--- src/rtl/i2c_own_arb_pkg.sv ---
package i2c_own_arb_pkg;
  typedef enum logic [1:0] {
    OWN_IDLE = 2'b00,
    OWN_SW   = 2'b01,
    OWN_HW   = 2'b10
  } own_e;
endpackage

--- src/rtl/i2c_own_fsm.sv ---
module i2c_own_fsm
  import i2c_own_arb_pkg::*;
(
  input  logic clk,
  input  logic rst,
  input  logic hw_req,
  input  logic sw_req,
  input  logic sw_done,
  input  logic locked,
  input  logic busy,
  output own_e cur,
  output own_e nxt
);
  always_comb begin
    nxt = cur;
    if (!busy) begin
      unique case (cur)
        OWN_IDLE: begin
          if (hw_req)                nxt = OWN_HW;
          else if (sw_req && !locked) nxt = OWN_SW;
        end
        OWN_SW: begin
          if (hw_req)                 nxt = OWN_HW;
          else if (sw_done || !sw_req) nxt = OWN_IDLE;
        end
        OWN_HW: begin
          if (!hw_req) nxt = (sw_req && !locked) ? OWN_SW : OWN_IDLE;
        end
        default: nxt = OWN_IDLE;
      endcase
    end
  end

  always_ff @(posedge clk) begin
    if (rst) cur <= OWN_IDLE;
    else     cur <= nxt;
  end

  a_r1_legal_code: assert property (@(posedge clk) disable iff (rst)
    cur != 2'b11);
  a_r5_hold_while_busy: assert property (@(posedge clk) disable iff (rst)
    $past(busy) |-> $stable(cur));
  a_r3_lock_blocks: assert property (@(posedge clk) disable iff (rst)
    (cur == OWN_IDLE && locked) |=> cur != OWN_SW);
  a_r4_preempt: assert property (@(posedge clk) disable iff (rst)
    (cur == OWN_SW && hw_req && !busy) |=> cur == OWN_HW);
endmodule

--- src/rtl/i2c_go_ctrl.sv ---
module i2c_go_ctrl
  import i2c_own_arb_pkg::*;
(
  input  logic clk,
  input  logic rst,
  input  own_e cur,
  input  own_e nxt,
  input  logic sw_go,
  input  logic sw_done,
  input  logic no_queue,
  output logic eng_go,
  output logic go_drop
);
  logic pending_q, active_q;
  logic issue, queue_go, preempt, hw_to_sw;

  assign preempt  = (cur == OWN_SW) && (nxt == OWN_HW);
  assign hw_to_sw = (cur == OWN_HW) && (nxt == OWN_SW);
  assign issue    = ((cur == OWN_SW) && (nxt == OWN_SW) && sw_go) ||
                    (hw_to_sw && (pending_q || sw_go));
  assign queue_go = sw_go && !no_queue && (nxt == OWN_HW);

  always_ff @(posedge clk) begin
    if (rst) begin
      pending_q <= 1'b0;
      active_q  <= 1'b0;
      eng_go    <= 1'b0;
      go_drop   <= 1'b0;
    end else begin
      eng_go  <= issue;
      go_drop <= sw_go && !issue && !queue_go;
      if (nxt != OWN_HW) pending_q <= 1'b0;
      else if (queue_go || (preempt && active_q)) pending_q <= 1'b1;
      if (issue) active_q <= 1'b1;
      else if (nxt != OWN_SW || sw_done) active_q <= 1'b0;
    end
  end

  a_r7_go_needs_sw: assert property (@(posedge clk) disable iff (rst)
    eng_go |-> cur == OWN_SW);
  a_r9_go_or_drop: assert property (@(posedge clk) disable iff (rst)
    !(eng_go && go_drop));
  a_r8_no_pending_idle: assert property (@(posedge clk) disable iff (rst)
    (cur == OWN_IDLE) |-> !pending_q);
endmodule

--- src/rtl/i2c_own_arb.sv ---
module i2c_own_arb
  import i2c_own_arb_pkg::*;
#(
  parameter int              CTRL_W  = 2,
  parameter logic [CTRL_W-1:0] FW_ONLY = 2'b10
) (
  input  logic              clk,
  input  logic              rst,
  input  logic              hw_req_i,
  input  logic              sw_req_i,
  input  logic              sw_done_i,
  input  logic              sw_go_i,
  input  logic              no_queue_go_i,
  input  logic [CTRL_W-1:0] ctrl_stat_i,
  input  logic              eng_busy_i,
  output logic [1:0]        own_status_o,
  output logic              eng_go_o,
  output logic              go_drop_o
);
  own_e cur_own, nxt_own;
  logic locked;

  assign locked = (ctrl_stat_i == FW_ONLY);

  i2c_own_fsm u_fsm (
    .clk(clk), .rst(rst), .hw_req(hw_req_i), .sw_req(sw_req_i),
    .sw_done(sw_done_i), .locked(locked), .busy(eng_busy_i),
    .cur(cur_own), .nxt(nxt_own)
  );

  i2c_go_ctrl u_go (
    .clk(clk), .rst(rst), .cur(cur_own), .nxt(nxt_own), .sw_go(sw_go_i),
    .sw_done(sw_done_i), .no_queue(no_queue_go_i),
    .eng_go(eng_go_o), .go_drop(go_drop_o)
  );

  assign own_status_o = cur_own;

  a_r6_hw_release: assert property (@(posedge clk) disable iff (rst)
    (cur_own == OWN_HW && !hw_req_i && !eng_busy_i) |=> cur_own != OWN_HW);
endmodule

--- config.mk ---
export PLATFORM = sky130hd
export DESIGN_NAME = i2c_own_arb
export DESIGN_NICKNAME = d
export VERILOG_FILES = /design/src/rtl/i2c_own_arb_pkg.sv /design/src/rtl/i2c_own_fsm.sv /design/src/rtl/i2c_go_ctrl.sv /design/src/rtl/i2c_own_arb.sv
export SDC_FILE = /design/constraint.sdc
export NUM_CORES = 1
export LEC_CHECK = 0
export BUFFER_PORTS_ARGS = -buffer_cell sky130_fd_sc_hd__buf_2
export CAP_MARGIN = 20
export CORE_AREA = 2 2 39 41
export CTS_CLUSTER_SIZE = 14
export DETAILED_ROUTE_END_ITERATION = 10
export DIE_AREA = 0 0 41 43
export GPL_TIMING_DRIVEN = 0
export PLACE_DENSITY = 0.41
export SKIP_CTS_REPAIR_TIMING = 1
export SYNTH_ARGS = -nofsm -noshare
export SYNTH_HDL_FRONTEND = slang
export SYNTH_HIERARCHICAL = 1
export SYNTH_SLANG_ARGS = --single-unit
--- constraint.sdc ---
create_clock -name clk -period 2.3 [get_ports clk]
set_input_delay 0.23 -clock clk [delete_from_list [all_inputs] [get_ports clk]]
set_output_delay 0.23 -clock clk [all_outputs]
set_load 0.01 [all_outputs]
-- Word level (Yosys, flattened, before mapping)
Cells that the tools add are included.
- equality and inequality tests: 7
- reductions and logical operators: 24
- mux-type cells: 10
- operator list (cell ; count):
    2-to-1 mux 2 bit ; 6
    logical AND 1 bit ; 11
    == test 2 bit (second input constant) ; 3
    case mux 2 bit (3 select lines) ; 1
    zero test 1 bit ; 5
    logical OR 1 bit ; 5
    == test 2 x 1 -> 1 bit (second input constant) ; 2
    2-to-1 mux 1 bit ; 3
    zero test 2 bit ; 1
    != test 2 x 1 -> 1 bit (second input constant) ; 1
    != test 2 bit (second input constant) ; 1
    nonzero test 2 bit ; 1
    OR reduction 2 bit ; 1
- register bits after elaboration: 6
- input bits: 10
- logic and storage cells: 46
- output and inout port bits: 4

-- Depth between registers and ports, before layout
Gate-level depths: netlist of run 1.
- depth after elaboration: 14
- gate-level depth with buffers: 7
- gate-level depth less buffers: 7

-- By module
Netlist of run 1, hierarchy kept.
- modules (own cells, without submodules) (module ; area each (um^2) ; cells an instance ; sequential area each (um^2) ; times used):
    i2c_go_ctrl ; 180.2 ; 18 ; 80.1 ; 1
    i2c_own_fsm ; 110.1 ; 14 ; 40.0 ; 1
    i2c_own_arb ; 13.8 ; 1 ; 0.0 ; 1

-- Worst setup path before layout of run 1
Ideal clock, no wire load.
- path type: register to register
- start point: register u_fsm.cur[1]
- end point: register u_go.go_drop
- data arrival time: 1.175 ns
- library setup time: 0.119 ns
- buffers on the path: 0
- stages on the path, launching flop included: 6
- slack: 1.006 ns
- required time: 2.181 ns
- period minus slack after synthesis: 1.294 ns
- cell sequence: dfxtp_1 nor2_1 o22ai_2 nor2_1 nand2b_1 o221a_2
- elaborated cells on any way between the ends: 22
- classes of those cells: eq/ne: 4; mux: 7; reduce/logical: 11
- RTL lines (what ; line ; source):
    start: declaration ; i2c_own_fsm.sv:11 ; output own_e cur,
    start signal: assignment ; i2c_own_fsm.sv:36 ; else cur <= nxt;
    == test 2 bit, or another cell as far along ; i2c_own_fsm.sv:17 ; unique case (cur)
    case mux 2 bit (3 select lines) (*) ; i2c_own_fsm.sv:17 ;
    2-to-1 mux 2 bit (*) ; i2c_own_fsm.sv:16 ; if (!busy) begin
    named net nxt_own[0] ; i2c_own_arb.sv:20 ; own_e cur_own, nxt_own;
    == test 2 x 1 -> 1 bit ; i2c_go_ctrl.sv:18, i2c_go_ctrl.sv:19 ;
    logical AND 1 bit (on tied branches) ; i2c_go_ctrl.sv:19, i2c_go_ctrl.sv:18 ;
    logical AND 1 bit (on tied branches) ; i2c_go_ctrl.sv:19, i2c_go_ctrl.sv:20 ;
    logical OR 1 bit ; i2c_go_ctrl.sv:19 ; assign issue = ((cur == OWN_SW) && (nxt == OWN_SW) && sw_go) ||
    zero test 1 bit ; i2c_go_ctrl.sv:31 ; go_drop <= sw_go && !issue && !queue_go;
    logical AND 1 bit ; i2c_go_ctrl.sv:31 ;
    logical AND 1 bit (*) ; i2c_go_ctrl.sv:31 ;
    end signal: assignment ; i2c_go_ctrl.sv:31 ;
    end: declaration ; i2c_go_ctrl.sv:12 ; output logic go_drop
Mark *: on every way through the listed nets, which the timed path passes. The rest lies on a longest branch.
A chain may end at the register's enable or synchronous reset.

-- Final worst setup path of run 1
Same ends and word-level chain as after synthesis.

==> metrics, run 1 <==
status=complete, no violations; GRT Total Usage=9.48%; antenna violations before repair=0; Syn Area/Cell=9.21 um^2; dpl cells=62; total power=0.000251 W; number of fill cells=158; post-synth cell types=18; Hold Violations, Final=0; nature of the critical path endpoint=flop; fin cells=65; initial core utilization=22.0%; wirelength, routed=613 um; DP HPWL=503 um; top-area cell type share of the netlist area=39.5%; Area Overhead vs Synth=35.4%; largest net degree at the start of global routing=7; Die H=43 um; RSZ-0062 raised after global routing=no; antenna cells=0; CTS max path bufs=2; gr ovfl total=0; CP Class=flop to flop; cts bufs inserted=3; clock-pin slew on the worst setup and hold paths=0.05 ns; Synth Instances=33; Core ar.=0.00138 mm^2; Least-Margin Pin Slew=0.263 ns; first-pass GRT wire length=1070 um; nets@finish=61; Critical Path Source Type=flop; Vias=288; P per Cell Area=610 mW/mm^2; Clock Latency Late Sink=0.24 ns; post-synth net total=43; DRC Markers=0; minimum clock period=1.34 ns; Max Slew Vio Count=0; setup_tns=0 ns; cells taking the most area after synthesis=dfxtp_1 40%, nand2b_1 8.2%, a21oi_1 4.9%; area of the mapped netlist=304 um^2; Routed WL per cell=9.43 um; Hold WC Path Type=input port to flop; die width=41 um; Ports=14; antenna violation net count after detailed routing=0; final worst-path setup slack=0.964 ns; fin util=29.7%; Port Buf Inserts=13; Tcrit/Tclk final=58.1%; Max VDD drop=0.264 mV; DRT Pass-1 Iters=2; row count=14; Place WS=0.946 ns; clock sinks=6; synthesis-stage register bit count=6; Max-cap violations=0; most frequent cells in the layout=13 x buf_2, 6 x dfxtp_1, 4 x nor2_1, 4 x nand2b_1; area leader, netlist=dfxtp_1; Root Buffer=clkbuf_4; die area=0.00176 mm^2; H-tree depth=1; Placer Congestion=0.594; Leakage Power=0.189 nW; Slew Limit Headroom=82.5%; register area share after synthesis=39.5%; CTS tree=built; Warnings, synthesis=6; Setup-failing EPs final=0; crit path DAT=1.47 ns; CP Max Fanout=6; fmax=0.749 GHz; commonest non-fill, non-tap cell in the layout=buf_2; worst endpoint required time=2.43 ns; Via density=4.43; Iter 0 DRT Violations=5; vias in the first global route=252; Clock Skew=0.000501 ns; layout cell share with drive strength beyond 1=46.9%
==> report_power, final <==
part | internal, W | switching, W
clock network | 0.0000590 | 0.0000379
logic | 0.0000219 | 0.0000198
registers | 0.000108 | 0.00000394
total | 0.000189 | 0.0000617
==> logic make-up after synthesis <==
| family | count (synthesis) | synth area share [%] |
|---|---|---|
| AO/OA/AOI/OAI | 9 | 25.9 |
| AND/OR/NAND/NOR | 16 | 32.1 |
| flip-flops | 6 | 39.5 |
| buffers and inverters | 2 | 2.47 |
==> state kept, by name, summed over array words and instances, names as in the netlist <==
signal	cells
u_go/pending_q	1
u_go/eng_go	1
u_go/active_q	1
u_go/go_drop	1
u_fsm/cur	2
==> synth_stat cells <==
cell and number:
dfxtp_1 6, o21ba_1 1, nor2b_2 1, nor2b_4 1
nor3_1 1, or2_2 1, inv_1 2, a211o_1 1
nand2_1 2, a22oi_2 1, a221oi_1 1, nor2b_1 1
nand2b_1 4, nor3_2 1, nor2_1 4, a21oi_1 3
o22ai_2 1, o221a_2 1
==> area by class of cell <==
type / instances / area, um^2 / area share [%]
Timing Repair Buffer: 13 / 65.1 / 15.8
Clock buffer: 3 / 22.5 / 5.47
Multi-Input combinational cell: 25 / 176 / 42.9
Sequential cell: 6 / 120 / 29.2
Inverter: 2 / 7.51 / 1.82
Tap cell: 16 / 20.0 / 4.86
==> path summary, 6_finish.rpt <==
path	startpoint	end	slack, ns	cells past startpoint
setup / recovery	u_fsm/cur[1]	u_go/go_drop	0.96	5
hold / removal	rst	u_fsm/cur[1]	0.21	2
setup reg to reg	u_fsm/cur[1]	u_go/go_drop	0.96	5
hold reg to reg	u_go/active_q	u_go/active_q	0.47	2
==> routing by layer <==
metal / vias up / part of all wire (%) / GRT usage [%]
met1: 130 / 45 / 11.7
li1: 147 / - / -
met4: 0 / 0 / 4.00
met5: - / 0 / 0
met3: 0 / 12 / 7.85
met2: 11 / 43 / 11.6
==> stage by stage <==
| stage | hold slack (ns) | instance area, um^2 |
|---|---|---|
| finish | 0.211 | 412 |
| global route | 0.224 | 412 |
| CTS | 0.202 | 412 |
| detailed placement | 0.465 | 389 |
| global placement | 0.469 | 389 |
| floorplan | 0.299 | 304 |
==> critical path: stages, from the launching register on <==
cell and delay [ns]:
dfxtp_1 0.44, nor2_1 0.09, o22ai_2 0.20, nor2_1 0.08
nand2b_1 0.17, o221a_2 0.24
Note: power is estimated with default switching activity, not from simulation.
==> run 2, diff against run 1 <==
--- a/config.mk
+++ b/config.mk
@@ -5,6 +5,7 @@
 export SDC_FILE = /design/constraint.sdc
 export NUM_CORES = 1
 export LEC_CHECK = 0
+export ABC_AREA = 1
 export BUFFER_PORTS_ARGS = -buffer_cell sky130_fd_sc_hd__buf_2
 export CAP_MARGIN = 20
 export CORE_AREA = 2 2 39 41
@@ -12,7 +13,7 @@
 export DETAILED_ROUTE_END_ITERATION = 10
 export DIE_AREA = 0 0 41 43
 export GPL_TIMING_DRIVEN = 0
-export PLACE_DENSITY = 0.41
+export PLACE_DENSITY = 0.45
 export SKIP_CTS_REPAIR_TIMING = 1
 export SYNTH_ARGS = -nofsm -noshare
 export SYNTH_HDL_FRONTEND = slang
==> constraint.sdc (replaced) <==
create_clock -name clk -period 1.21 [get_ports clk]
set_input_delay 0.121 -clock clk [delete_from_list [all_inputs] [get_ports clk]]
set_output_delay 0.121 -clock clk [all_outputs]
set_load 0.01 [all_outputs]
==> metrics, run 2 <==
area leader, netlist=dfxtp_1; worst endpoint required time=1.36 ns (-1.07 ns); Least-Margin Pin Slew=0.143 ns (-0.120 ns); Routed WL per cell=8.74 um (-7.3%); antenna cells=0 (unchanged); Warnings, synthesis=6 (unchanged); nature of the critical path endpoint=flop; asr flop ratio synth=0% (unchanged); reg-to-reg startpoint=u_fsm/cur[1]; Hold Violations, Final=0 (unchanged); post-synth cell types=10 (-8); Leakage Power=0.277 nW (+46%); CTS max path bufs=2 (unchanged); RSZ-0062 raised after global routing=yes; gr ovfl total=0 (unchanged); clock-pin slew on the worst setup and hold paths=0.05 ns (about the same); Die H=43 um (unchanged); met3 Resource Use GR=3.14% (-4.7 points); Clock Skew=0.00261 ns (+0.00211 ns); Setup-failing EPs final=0 (unchanged); Crit path depth=9 (+4); Clock Latency Late Sink=0.24 ns (about the same); H-tree depth=1 (unchanged); GRT Total Usage=9.73% (+0.25 points); Synth Flop Type=dfxtp_1; largest net degree at the start of global routing=8 (+1); antenna violation net count after detailed routing=0 (unchanged); Max Slew Vio Count=0 (unchanged); Core ar.=0.00138 mm^2 (unchanged); dpl cells=83 (+34%); CP max stage delay=0.34 ns (-0.10 ns); CP Class=flop to flop; Via density=4.21 (-5.0%); Worst R2R Path Depth=9 (+4); max reg flops=2 (unchanged); Slew Limit Headroom=90.4% (+8.0 points); Placer Congestion=0.648 (+9.0%); CP top delay family=simple AND/OR/NAND/NOR gates; worst setup path startpoint=u_fsm/cur[1]; status=complete, no violations; Critical Path Source Type=flop; fin util=35.5% (+5.8 points); post-synth net total=64 (+49%); die width=41 um (unchanged); Max-cap violations=0 (unchanged); Vias=379 (+32%); P per Cell Area=1020 mW/mm^2 (+67%); number of fill cells=165 (+4.4%); CP Cell Sequence=buf_4 -> nand2_1 -> nand2_2 -> inv_1 -> nand2_2 -> nor2_2 -> nand2_1 -> nand2_1 -> inv_1; count leader, synth=nand2_1; r2r setup slk=0.08 ns (-0.89 ns); DRC Markers=0 (unchanged); area of the mapped netlist=332 um^2 (+9.1%); Critical-path top delay cell=dfxtp_4; layout cell share with drive strength beyond 1=50.0% (+3.1 points); Max VDD drop=0.460 mV (+74%); GRT Max-Usage Layer=met2; top-area cell type share of the netlist area=36.2% (-3.3 points); fmax=0.882 GHz (+18%); Synth Instances=54 (+64%); commonest cells in the netlist=14 x nand2_1, 11 x inv_1, 7 x nand3_1; DP HPWL=541 um (+7.5%); initial core utilization=24.0% (+2.0 points); minimum clock period=1.13 ns (-0.203 ns); Hold WS=0.0762 ns (-0.135 ns); met1 Use GR=11.5% (-0.19 points); CTS tree=built; fin cells=90 (+38%); Root Buffer=clkbuf_4; CP Buf/Inv Count=3 (+3); nets@finish=86 (+41%); vias in the first global route=314 (+25%); Area Overhead vs Synth=48.3%; die area=0.00176 mm^2 (unchanged); crit path to=u_go/go_drop; synthesis-stage register bit count=6 (unchanged); wirelength, routed=787 um (+28%); most frequent cells in the layout=13 x buf_2, 10 x inv_1, 10 x nand2_1; register area share after synthesis=36.2% (-3.3 points); crit path DAT=1.28 ns (-0.19 ns); Syn Area/Cell=6.14 um^2 (-33%); cells taking the most area after synthesis=dfxtp_1 36%, nand2_1 16%, inv_1 12%; reg2reg end=u_go/go_drop; met2 usage=13.4% (+1.9 points); Most flops, register=u_fsm/cur; Hold WC Path Type=input port to flop; antenna violations before repair=0 (unchanged); Post-synth EDFFs=0 (unchanged); DRT Pass-1 Iters=4 (+2); cts bufs inserted=3 (unchanged); most used cell, CP=nand2_1; Port Buf Inserts=13 (unchanged); commonest non-fill, non-tap cell in the layout=buf_2; Iter 0 DRT Violations=5 (unchanged); Tcrit/Tclk final=93.7% (+36 points); row count=14 (unchanged); clock sinks=6 (unchanged); Ports=14 (unchanged); CP Max Fanout=3 (-3); first-pass GRT wire length=1150 um (+7.1%)
run 2: how the worst min path moves through the flow:
stage / from / end / slack, ns / cells after the start
after CTS: rst / u_fsm/cur[0] / 0.07 / 2
after detailed placement: rst / u_fsm/cur[0] / 0.33 / 2
after global routing: rst / u_fsm/cur[0] / 0.06 / 2
after global placement: rst / u_fsm/cur[0] / 0.33 / 2
after floorplan: rst / u_fsm/cur[0] / 0.19 / 1
final: rst / u_fsm/cur[0] / 0.08 / 2
run 2: stage by stage:
step	total power (W)	worst slack, ns	cell area [um^2]	TNS, ns
after detailed placement	0.000296	-0.0668	417	-0.0850
after global routing	0.000536	-0.00512	492	-0.00512
after global placement	0.000295	-0.0690	417	-0.0967
after CTS	0.000489	-0.0654	439	-0.0980
final	0.000502	0.0767	492	0
after floorplan	0.000263	0.00707	332	0
run 2: cell type report:
class | instances | area [um^2] | area share [%]
multi-input cells | 35 | 178 | 36.1
flip-flops and latches | 6 | 128 | 26.0
repair buffers | 17 | 95.1 | 19.3
inverters | 13 | 48.8 | 9.92
clock buffers | 3 | 22.5 | 4.58
well taps | 16 | 20.0 | 4.07
run 2: worst register-to-register path: cells and delay by family, from the launching register on:
family	cells	cell delay (ns)
flops	1	0.34
simple gates	6	0.46
buf+inv	3	0.23
run 2: power by group:
group | internal, W | switching [W]
combinational | 0.0000458 | 0.0000549
clock | 0.000113 | 0.0000796
sequential | 0.000203 | 0.00000560
run 2: kinds of logic after synthesis:
kind of cell	count (synthesis)	synth area share [%]
DFF	6	36.2
and+or+nand+nor	33	45.3
buffers and inverters	13	14.7
AOI/OAI and AO/OA	2	3.77
run 2: metal layers:
layer / share of wire (%) / up-vias
li1: - / 203
met2: 53 / 5
met1: 46 / 171
met5: 0 / -
met3: 1.4 / 0
met4: 0 / 0
